### src/rtl/opdisp_pkg.sv
// Package: shared widths and the byte type for the opcode dispatch unit.
// Assumes opcodes are always 8 bits wide.
package opdisp_pkg;
    localparam int OP_W = 8;
    typedef logic [OP_W-1:0] opbyte_t;
endpackage

### src/rtl/opdisp_ptr.sv
// Byte pointer: low bits index the opcode buffer, top bit flags exhaustion.
// Assumes inc is never raised while the overflow bit is set.
module opdisp_ptr #(
    parameter int BUF_BYTES = 8,
    localparam int IDX_W = $clog2(BUF_BYTES),
    localparam int PTR_W = IDX_W + 1
) (
    input  logic             clk,
    input  logic             rst_n,
    input  logic             inc,
    input  logic             clr,
    output logic [PTR_W-1:0] ptr
);
    logic [PTR_W-1:0] ptr_q;

    // Pointer register: resets overflowed, clears on refill, steps on dispatch.
    always_ff @(posedge clk) begin
        if (!rst_n)
            ptr_q <= {1'b1, {IDX_W{1'b0}}};
        else if (clr)
            ptr_q <= '0;
        else if (inc)
            ptr_q <= ptr_q + 1'b1;
    end

    assign ptr = ptr_q;

    // an accepted dispatch advances the pointer by exactly one.
    p_step_one_r3: assert property (@(posedge clk) disable iff (!rst_n)
        (inc && !clr) |=> (ptr_q == $past(ptr_q) + 1'b1));

    // exhaustion persists until a refill clears it.
    p_ovf_sticky_r4: assert property (@(posedge clk) disable iff (!rst_n)
        (ptr_q[IDX_W] && !clr) |=> ptr_q[IDX_W]);

    // no dispatch may consume a byte once exhausted.
    p_no_inc_ovf_r4: assert property (@(posedge clk) disable iff (!rst_n)
        inc |-> !ptr_q[IDX_W]);
endmodule

### src/rtl/opdisp_buf.sv
// Opcode byte buffer, written a memory word at a time, read one byte at a time.
// Assumes WORD_W is a multiple of 8 and divides the buffer size evenly.
module opdisp_buf
    import opdisp_pkg::*;
#(
    parameter int BUF_BYTES = 8,
    parameter int WORD_W    = 16,
    localparam int IDX_W  = $clog2(BUF_BYTES),
    localparam int BPW    = WORD_W / OP_W,
    localparam int WORDS  = BUF_BYTES / BPW,
    localparam int WIDX_W = (WORDS > 1) ? $clog2(WORDS) : 1
) (
    input  logic              clk,
    input  logic              rst_n,
    input  logic              wr_en,
    input  logic [WIDX_W-1:0] wr_idx,
    input  logic [WORD_W-1:0] wr_data,
    input  logic [IDX_W-1:0]  rd_idx,
    output opbyte_t           rd_byte
);
    opbyte_t mem_q [BUF_BYTES];

    for (genvar b = 0; b < BUF_BYTES; b++) begin : g_byte
        // Byte slot b takes its lane of the word whose index covers it.
        always_ff @(posedge clk) begin
            if (!rst_n)
                mem_q[b] <= '0;
            else if (wr_en && (wr_idx == WIDX_W'(b / BPW)))
                mem_q[b] <= wr_data[(b % BPW)*OP_W +: OP_W];
        end
    end

    assign rd_byte = mem_q[rd_idx];
endmodule

### src/rtl/opdisp_refill.sv
// Refill sequencer: issues one burst request and counts the returned words.
// Assumes the memory returns exactly WORDS words per request, in order.
module opdisp_refill #(
    parameter int WORDS = 4,
    localparam int WIDX_W = (WORDS > 1) ? $clog2(WORDS) : 1
) (
    input  logic              clk,
    input  logic              rst_n,
    input  logic              start,
    input  logic              rd_vld,
    output logic              rd_req,
    output logic              busy,
    output logic              wr_en,
    output logic [WIDX_W-1:0] wr_idx,
    output logic              done
);
    logic              busy_q;
    logic              req_q;
    logic [WIDX_W-1:0] cnt_q;
    logic              last;

    assign last   = (cnt_q == WIDX_W'(WORDS - 1));
    assign wr_en  = busy_q && rd_vld;
    assign wr_idx = cnt_q;
    assign done   = wr_en && last;

    // Busy flag and word counter across one burst.
    always_ff @(posedge clk) begin
        if (!rst_n) begin
            busy_q <= 1'b0;
            cnt_q  <= '0;
        end else if (!busy_q && start) begin
            busy_q <= 1'b1;
            cnt_q  <= '0;
        end else if (wr_en) begin
            cnt_q  <= cnt_q + 1'b1;
            if (last)
                busy_q <= 1'b0;
        end
    end

    // One-cycle request pulse following an accepted start.
    always_ff @(posedge clk) begin
        if (!rst_n)
            req_q <= 1'b0;
        else
            req_q <= !busy_q && start;
    end

    assign rd_req = req_q;
    assign busy   = busy_q;

    // the request lasts a single cycle.
    p_req_pulse_r5: assert property (@(posedge clk) disable iff (!rst_n)
        req_q |=> !req_q);

    // a start while idle produces a request next cycle.
    p_req_follows_start_r5: assert property (@(posedge clk) disable iff (!rst_n)
        (start && !busy_q) |=> (req_q && busy_q));

    // a start while pending raises no second request.
    p_start_ignored_r5: assert property (@(posedge clk) disable iff (!rst_n)
        (start && busy_q) |=> !req_q);
endmodule

### src/rtl/opdisp_unit.sv
// Opcode dispatch unit top: resolves the next micro-address in the cycle of
// the dispatch strobe, from the buffer byte or the refill entry.
// Assumes the microcode raises refill_start from the refill routine and
// re-dispatches afterwards; a dispatch during a pending refill is stalled.
module opdisp_unit
    import opdisp_pkg::*;
#(
    parameter int                    UADDR_W      = 12,
    parameter int                    BUF_BYTES    = 8,
    parameter int                    WORD_W       = 16,
    parameter logic [UADDR_W-1:0]    REFILL_UADDR = 12'h010,
    localparam int BASE_W = UADDR_W - OP_W,
    localparam int IDX_W  = $clog2(BUF_BYTES),
    localparam int PTR_W  = IDX_W + 1,
    localparam int BPW    = WORD_W / OP_W,
    localparam int WORDS  = BUF_BYTES / BPW,
    localparam int WIDX_W = (WORDS > 1) ? $clog2(WORDS) : 1
) (
    input  logic               clk,
    input  logic               rst_n,
    input  logic               base_ld,
    input  logic [BASE_W-1:0]  base_in,
    input  logic               disp_req,
    input  logic               refill_start,
    input  logic               mem_rd_vld,
    input  logic [WORD_W-1:0]  mem_rd_data,
    output logic               nxt_vld,
    output logic [UADDR_W-1:0] nxt_uaddr,
    output logic               stall,
    output logic               mem_rd_req
);
    logic [BASE_W-1:0] base_q;
    logic [PTR_W-1:0]  ptr;
    logic              ovf;
    logic              ptr_inc;
    logic              busy;
    logic              fill_en;
    logic [WIDX_W-1:0] fill_idx;
    logic              fill_done;
    opbyte_t           cur_byte;

    // Entry base register.
    always_ff @(posedge clk) begin
        if (!rst_n)
            base_q <= '0;
        else if (base_ld)
            base_q <= base_in;
    end

    opdisp_ptr #(.BUF_BYTES(BUF_BYTES)) u_ptr (
        .clk   (clk),
        .rst_n (rst_n),
        .inc   (ptr_inc),
        .clr   (fill_done),
        .ptr   (ptr)
    );

    opdisp_buf #(.BUF_BYTES(BUF_BYTES), .WORD_W(WORD_W)) u_buf (
        .clk     (clk),
        .rst_n   (rst_n),
        .wr_en   (fill_en),
        .wr_idx  (fill_idx),
        .wr_data (mem_rd_data),
        .rd_idx  (ptr[IDX_W-1:0]),
        .rd_byte (cur_byte)
    );

    opdisp_refill #(.WORDS(WORDS)) u_refill (
        .clk    (clk),
        .rst_n  (rst_n),
        .start  (refill_start),
        .rd_vld (mem_rd_vld),
        .rd_req (mem_rd_req),
        .busy   (busy),
        .wr_en  (fill_en),
        .wr_idx (fill_idx),
        .done   (fill_done)
    );

    // Same-cycle dispatch resolution: overflow bit picks the refill branch.
    always_comb begin
        ovf       = ptr[IDX_W];
        stall     = disp_req && busy;
        nxt_vld   = disp_req && !busy;
        ptr_inc   = nxt_vld && !ovf;
        nxt_uaddr = ovf ? REFILL_UADDR : {base_q, cur_byte};
    end

    // the pointer is frozen while a refill is pending.
    p_ptr_frozen_r7: assert property (@(posedge clk) disable iff (!rst_n)
        (busy && !fill_done) |=> $stable(ptr));

    // the final word leaves the pointer at byte zero.
    p_ptr_zero_r7: assert property (@(posedge clk) disable iff (!rst_n)
        fill_done |=> (ptr == '0));

    // a stalled dispatch is never reported as resolved.
    p_stall_no_vld_r7: assert property (@(posedge clk) disable iff (!rst_n)
        stall |-> !nxt_vld);
endmodule

### config.mk
export PLATFORM = sky130hd
export DESIGN_NAME = opdisp_unit
export DESIGN_NICKNAME = d
export VERILOG_FILES = /design/src/rtl/opdisp_pkg.sv /design/src/rtl/opdisp_ptr.sv /design/src/rtl/opdisp_buf.sv /design/src/rtl/opdisp_refill.sv /design/src/rtl/opdisp_unit.sv
export SDC_FILE = /design/constraint.sdc
export NUM_CORES = 1
export LEC_CHECK = 0
export BUFFER_PORTS_ARGS = -buffer_cell sky130_fd_sc_hd__buf_2
export CAP_MARGIN = 10
export CORE_ASPECT_RATIO = 2
export CORE_MARGIN = 5
export CORE_UTILIZATION = 50
export DETAILED_ROUTE_END_ITERATION = 16
export MAX_ROUTING_LAYER = met4
export PLACE_DENSITY_LB_ADDON = 0.12
export SYNTH_ARGS = -nofsm -noshare
export SYNTH_HDL_FRONTEND = slang
export SYNTH_SLANG_ARGS = --single-unit
### constraint.sdc
create_clock -name clk -period 4.5 [get_ports clk]
set_clock_uncertainty 0.15 [all_clocks]
set_input_delay 0.675 -clock clk [delete_from_list [all_inputs] [get_ports clk]]
set_output_delay 0.675 -clock clk [all_outputs]
set_load 0.005 [all_outputs]
## Word level (Yosys, flattened, before mapping)

Memory sizes are Yosys's and may differ from the RTL's. A register that Yosys moved wholly into a read port is not among the register bits.
Cells that the tools add are included.

| storage, ports and cells | value |
|---|---|
| register bits after elaboration | 12 |
| RAM bits | 64 |
| bits of input ports | 26 |
| output and inout bits | 15 |
| logic and storage cells | 68 |
| memories | 1 |

| cells by class | value |
|---|---|
| add/sub/neg operators | 2 |
| equal/unequal tests | 3 |
| multiplexer cells | 29 |
| bitwise logic cells | 9 |
| reduce and logical (&&, ||, !) cells | 18 |

Memories:

| name | depth | width | rd ports | clocked after Yosys merged registers in | write ports | line | RTL |
|---|---|---|---|---|---|---|---|
| u_buf.mem_q | 8 | 8 | 1 | 1 | 8 | opdisp_buf.sv:21 | `opbyte_t mem_q [BUF_BYTES];` |

Operators with widths:

| operator | number |
|---|---|
| 2-to-1 mux 8 bit | 8 |
| 2-to-1 mux 1 bit | 16 |
| 2-to-1 mux 12 bit | 1 |
| logical AND 1 bit | 9 |
| 2-to-1 mux 4 bit | 2 |
| OR 1 bit | 8 |
| 2-to-1 mux 3 bit | 2 |
| nonzero test 2 bit | 3 |
| adder 4 x 1 -> 4 bit (second input constant) | 1 |
| equality test 2 bit (second input constant) | 2 |
| OR reduction 2 bit | 2 |
| adder 2 x 1 -> 2 bit (second input constant) | 1 |
| equality test 2 x 1 -> 1 bit (second input constant) | 1 |
| logical NOT 1 bit | 2 |
| logical NOT 2 bit | 1 |
| AND reduction 2 bit | 1 |
| NOT 1 bit | 1 |

## Logic depth before layout (Yosys ltp)

| depth | value |
|---|---|
| depth in word-level cells | 6 |
| depth in mapped cells | 6 |
| gate-level depth less buffers | 5 |

## Modules after synthesis

A second synthesis with hierarchy kept.

| second synthesis, totals | value |
|---|---|
| cell total of the unflattened synthesis | 236 |
| area, all modules | 3560.9 um^2 |

By module, submodules not included:

| module | times used | cells each | area an instance (um^2) | seq. area each (um^2) |
|---|---|---|---|---|
| opdisp_buf | 1 | 172 | 2962.8 | 1921.8 |
| opdisp_unit | 1 | 29 | 257.7 | 80.1 |
| opdisp_refill | 1 | 19 | 178.9 | 80.1 |
| opdisp_ptr | 1 | 16 | 161.4 | 80.1 |

## Least setup slack after synthesis

Ideal clock, no wire load.

| path | value |
|---|---|
| path kind | reg-to-output |
| start | register with a tool-made name |
| end | output nxt_uaddr[1] |
| arrival time | 1.238 ns |
| required time | 3.675 ns |
| path slack | 2.437 ns |
| stages on the path, launching flop included | 6 |
| path buffers | 2 |
| cells stage by stage | dfxtp_1 -> buf_6 -> buf_12 -> mux4_2 -> mux2i_1 -> nor2_1 |

RTL lines:

| element | line | RTL |
|---|---|---|
| end, declared | opdisp_unit.sv:28 | `output logic [UADDR_W-1:0] nxt_uaddr,` |

==> impl_metrics.toml <==
[status]
status = "completed"

[floorplanning]
start_util_pct = 51.5
die-area_mm2 = 0.00910
fp.coreArea_mm2 = 0.00699
fp.dieW_um = 70.0
fp.dieH_um = 130
num_rows = 43
ioPinCount = 41

[min_path]
holdPathEnd = "base_q[3]"
holdCritPathClass = "reg2reg"
min_from = "base_q[3]"
min_path_cells = 2

[logic_synthesis]
async_reset_ff_share_pct = 0
yosysWarningCount = 0
synth_area_leader_cell = "edfxtp_1"
yosysUniqueCellTypes = 28
yosysMostFrequentCell = "and2_1"
yosysTopAreaCellShare_pct = 53.4
synth_area_leaders = "edfxtp_1 53%, and2_1 11%, dfxtp_1 8.3%"
netlist_instances = 252
syn_nets = 283
synth_top_cells_by_count = "65 x and2_1, 64 x edfxtp_1, 23 x nor2_1, 17 x mux2i_1, 15 x dfxtp_1"
ys_ff_latch = 79
seq_area_frac_synth_pct = 61.7
netlist_area_mm2 = 0.00360
avgSynthCellArea_um2 = 14.3
synth_ff_type = "edfxtp_1"
synth_edf_count = 64

[timing]
finalSetupTns_ns = 0
setup_viol = 0
clock.fmax_ghz = 0.313
rsz0062_at_grt = "no"
worst_slew_pin_slew_ns = 1.13
fin_crit_sh_pct = 71.0
min_period_ns = 3.19
slew_viol_final = 0
final_hold_viol_count = 0
slew_headroom_pct = 24.2

[power_and_ir_drop]
total_leakage_power_nw = 1.61
peakVddDrop_mv = 0.330
power_density_mw_per_mm2 = 382

[clock_network]
postCtsSetupBuffers = 0
cts.sinks = 79
post_cts_resized = 0
postCtsHoldBufs = 0
cts_max_level = 3
cts-root-buf = "clkbuf_16"
cts_tree = "done"
clk_latency_ns = 0.32
numCtsBuffers = 9
path_clk_slew_ns = 0.05
cts_buffer_depth = 2

[setup_path]
worst-path-max-fanout = 18
reg2reg_depth = 3
r2r-start = "u_refill.busy"
startpoint_type = "flip-flop"
r2r_slack_ns = 2.28
required_ns = 3.67
endpoint_kind = "output port"
reg2reg_to = "u_buf.mem_q[4][7]"
arrival_ns = 2.37
criticalPathCategory = "reg2out"

[final_layout]
finalInstanceArea_mm2 = 0.00411
syn_to_final_growth_pct = 14.1
diodes = 0
nFillCells = 596
fin_cells = 385
drive_above_1_share_pct = 20.0
num-nets-final = 321

[global_routing]
antenna_found_initial = 0
grt_pass1_vias = 2124
overflow = 0
grt_pass1_wl_um = 10800
grt_usage_pct = 16.6
grt_max_degree = 22

[routing]
ant_nets = 0
firstDrtPassIters = 4
wl_um = 6730
viasPerCell = 5.27
drtIter0Drc = 115
wl_met2_um = 3760
drcViolationCount = 0
top_layer_used = "met4"
routed-wl-met3_um = 242
vias = 2028
met1Wirelength_um = 2620
wire_per_inst_um = 17.5

[placed_design]
place_inst = 369
io_buffers = 40
gp_congestion = 0.705
hpwl_um = 4320
dpl_cell_area_mm2 = 0.00383

[job]
cap_viol_max_count = 0
stage by stage:
step                      hold WS (ns)  worst slack, ns  utilization, %  power [mW]
after floorplan                  0.302             2.44               -       0.881
after global placement           0.315             1.60            54.7       0.911
after detailed placement         0.328             1.56            54.7       0.913
after CTS                        0.341             1.21            58.7        1.58
after global routing             0.386             1.14            58.7        1.63
final                            0.335             1.31            58.7        1.57
critical path: stages (launching register included):
cell	delay, ns
dfxtp_1	0.97
mux4_1	0.66
mux2i_1	0.21
nor2_1	0.06
buf_2	0.15
area by class of cell:
type / count / area, um^2 / area share [%]
flip-flops and latches: 79 / 2220 / 54.1
multi-input cells: 155 / 1270 / 30.9
clock buffers: 10 / 229 / 5.57
repair buffers: 41 / 208 / 5.06
well taps: 90 / 113 / 2.74
clock inverters: 6 / 51.3 / 1.25
inverters: 4 / 15.0 / 0.366
power breakdown:
group          switching, mW  internal, mW
combinational         0.0392        0.0283
clock                  0.254         0.421
sequential           0.00980         0.818
total                  0.303          1.27
cell usage in the layout (no fill, tap or decap):
master     Yosys  routed
and4_1         2       2
xor2_1         1       1
nand3b_1       2       2
clkinv_1       0       3
edfxtp_1      64      64
nor2b_1        5       5
inv_1          4       4
clkinv_2       0       2
a41o_1         1       1
nand4_1        1       1
a31oi_1        1       1
a32oi_1        1       1
nor3b_1        2       2
nand2_1        6       6
nor4bb_1       1       1
ha_1           5       5
bufinv_16      0       1
a21oi_1        1       1
mux2i_1       17      17
nand3_1        5       5
nor2_1        23      23
xnor2_1        2       2
buf_4          1       1
dfxtp_1       15      15
clkbuf_1       6       1
mux4_2         6       6
buf_2          4      40
mux4_1         8       8
clkbuf_16      0       9
and2_1        65      65
cell families after synthesis:
group                      Yosys count  synth area share [%]
and+or+nand+nor                    112                  17.7
xor gates and xnor gates             3                 0.730
AOI/OAI and AO/OA                    4                 0.834
buffers and inverters               18                  2.99
DFF                                 79                  61.7
muxes                               31                  14.3
adders and majority gates            5                  1.74
per-layer routing:
metal / GRT usage, % / up-vias
met1: 16.9 / 1002
met2: 30.5 / 38
met4: 6.66 / 0
met3: 3.70 / 8
li1: - / 980
met5: - / -
flip-flops by register name, summed over array words and instances (netlist names), named ones only:
name and flops:
u_buf.mem_q 64, base_q 4, u_ptr.ptr 4, u_refill.wr_idx 2
u_refill.busy 1, u_refill.rd_req 1
worst max path at each step:
| stage | startpoint | to | slack [ns] | depth (start not counted) |
|---|---|---|---|---|
| 3_5_place_dp | flip-flop | nxt_uaddr[0] | 1.56 | 4 |
| 4_1_cts | flip-flop | nxt_uaddr[0] | 1.21 | 4 |
| 3_3_place_gp | flip-flop | nxt_uaddr[0] | 1.60 | 4 |
| 6_report | flip-flop | nxt_uaddr[0] | 1.31 | 4 |
| 5_1_grt | flip-flop | nxt_uaddr[0] | 1.14 | 4 |
| 2_1_floorplan | flip-flop | nxt_uaddr[1] | 2.44 | 5 |
Power figures use the tool's default switching activity.
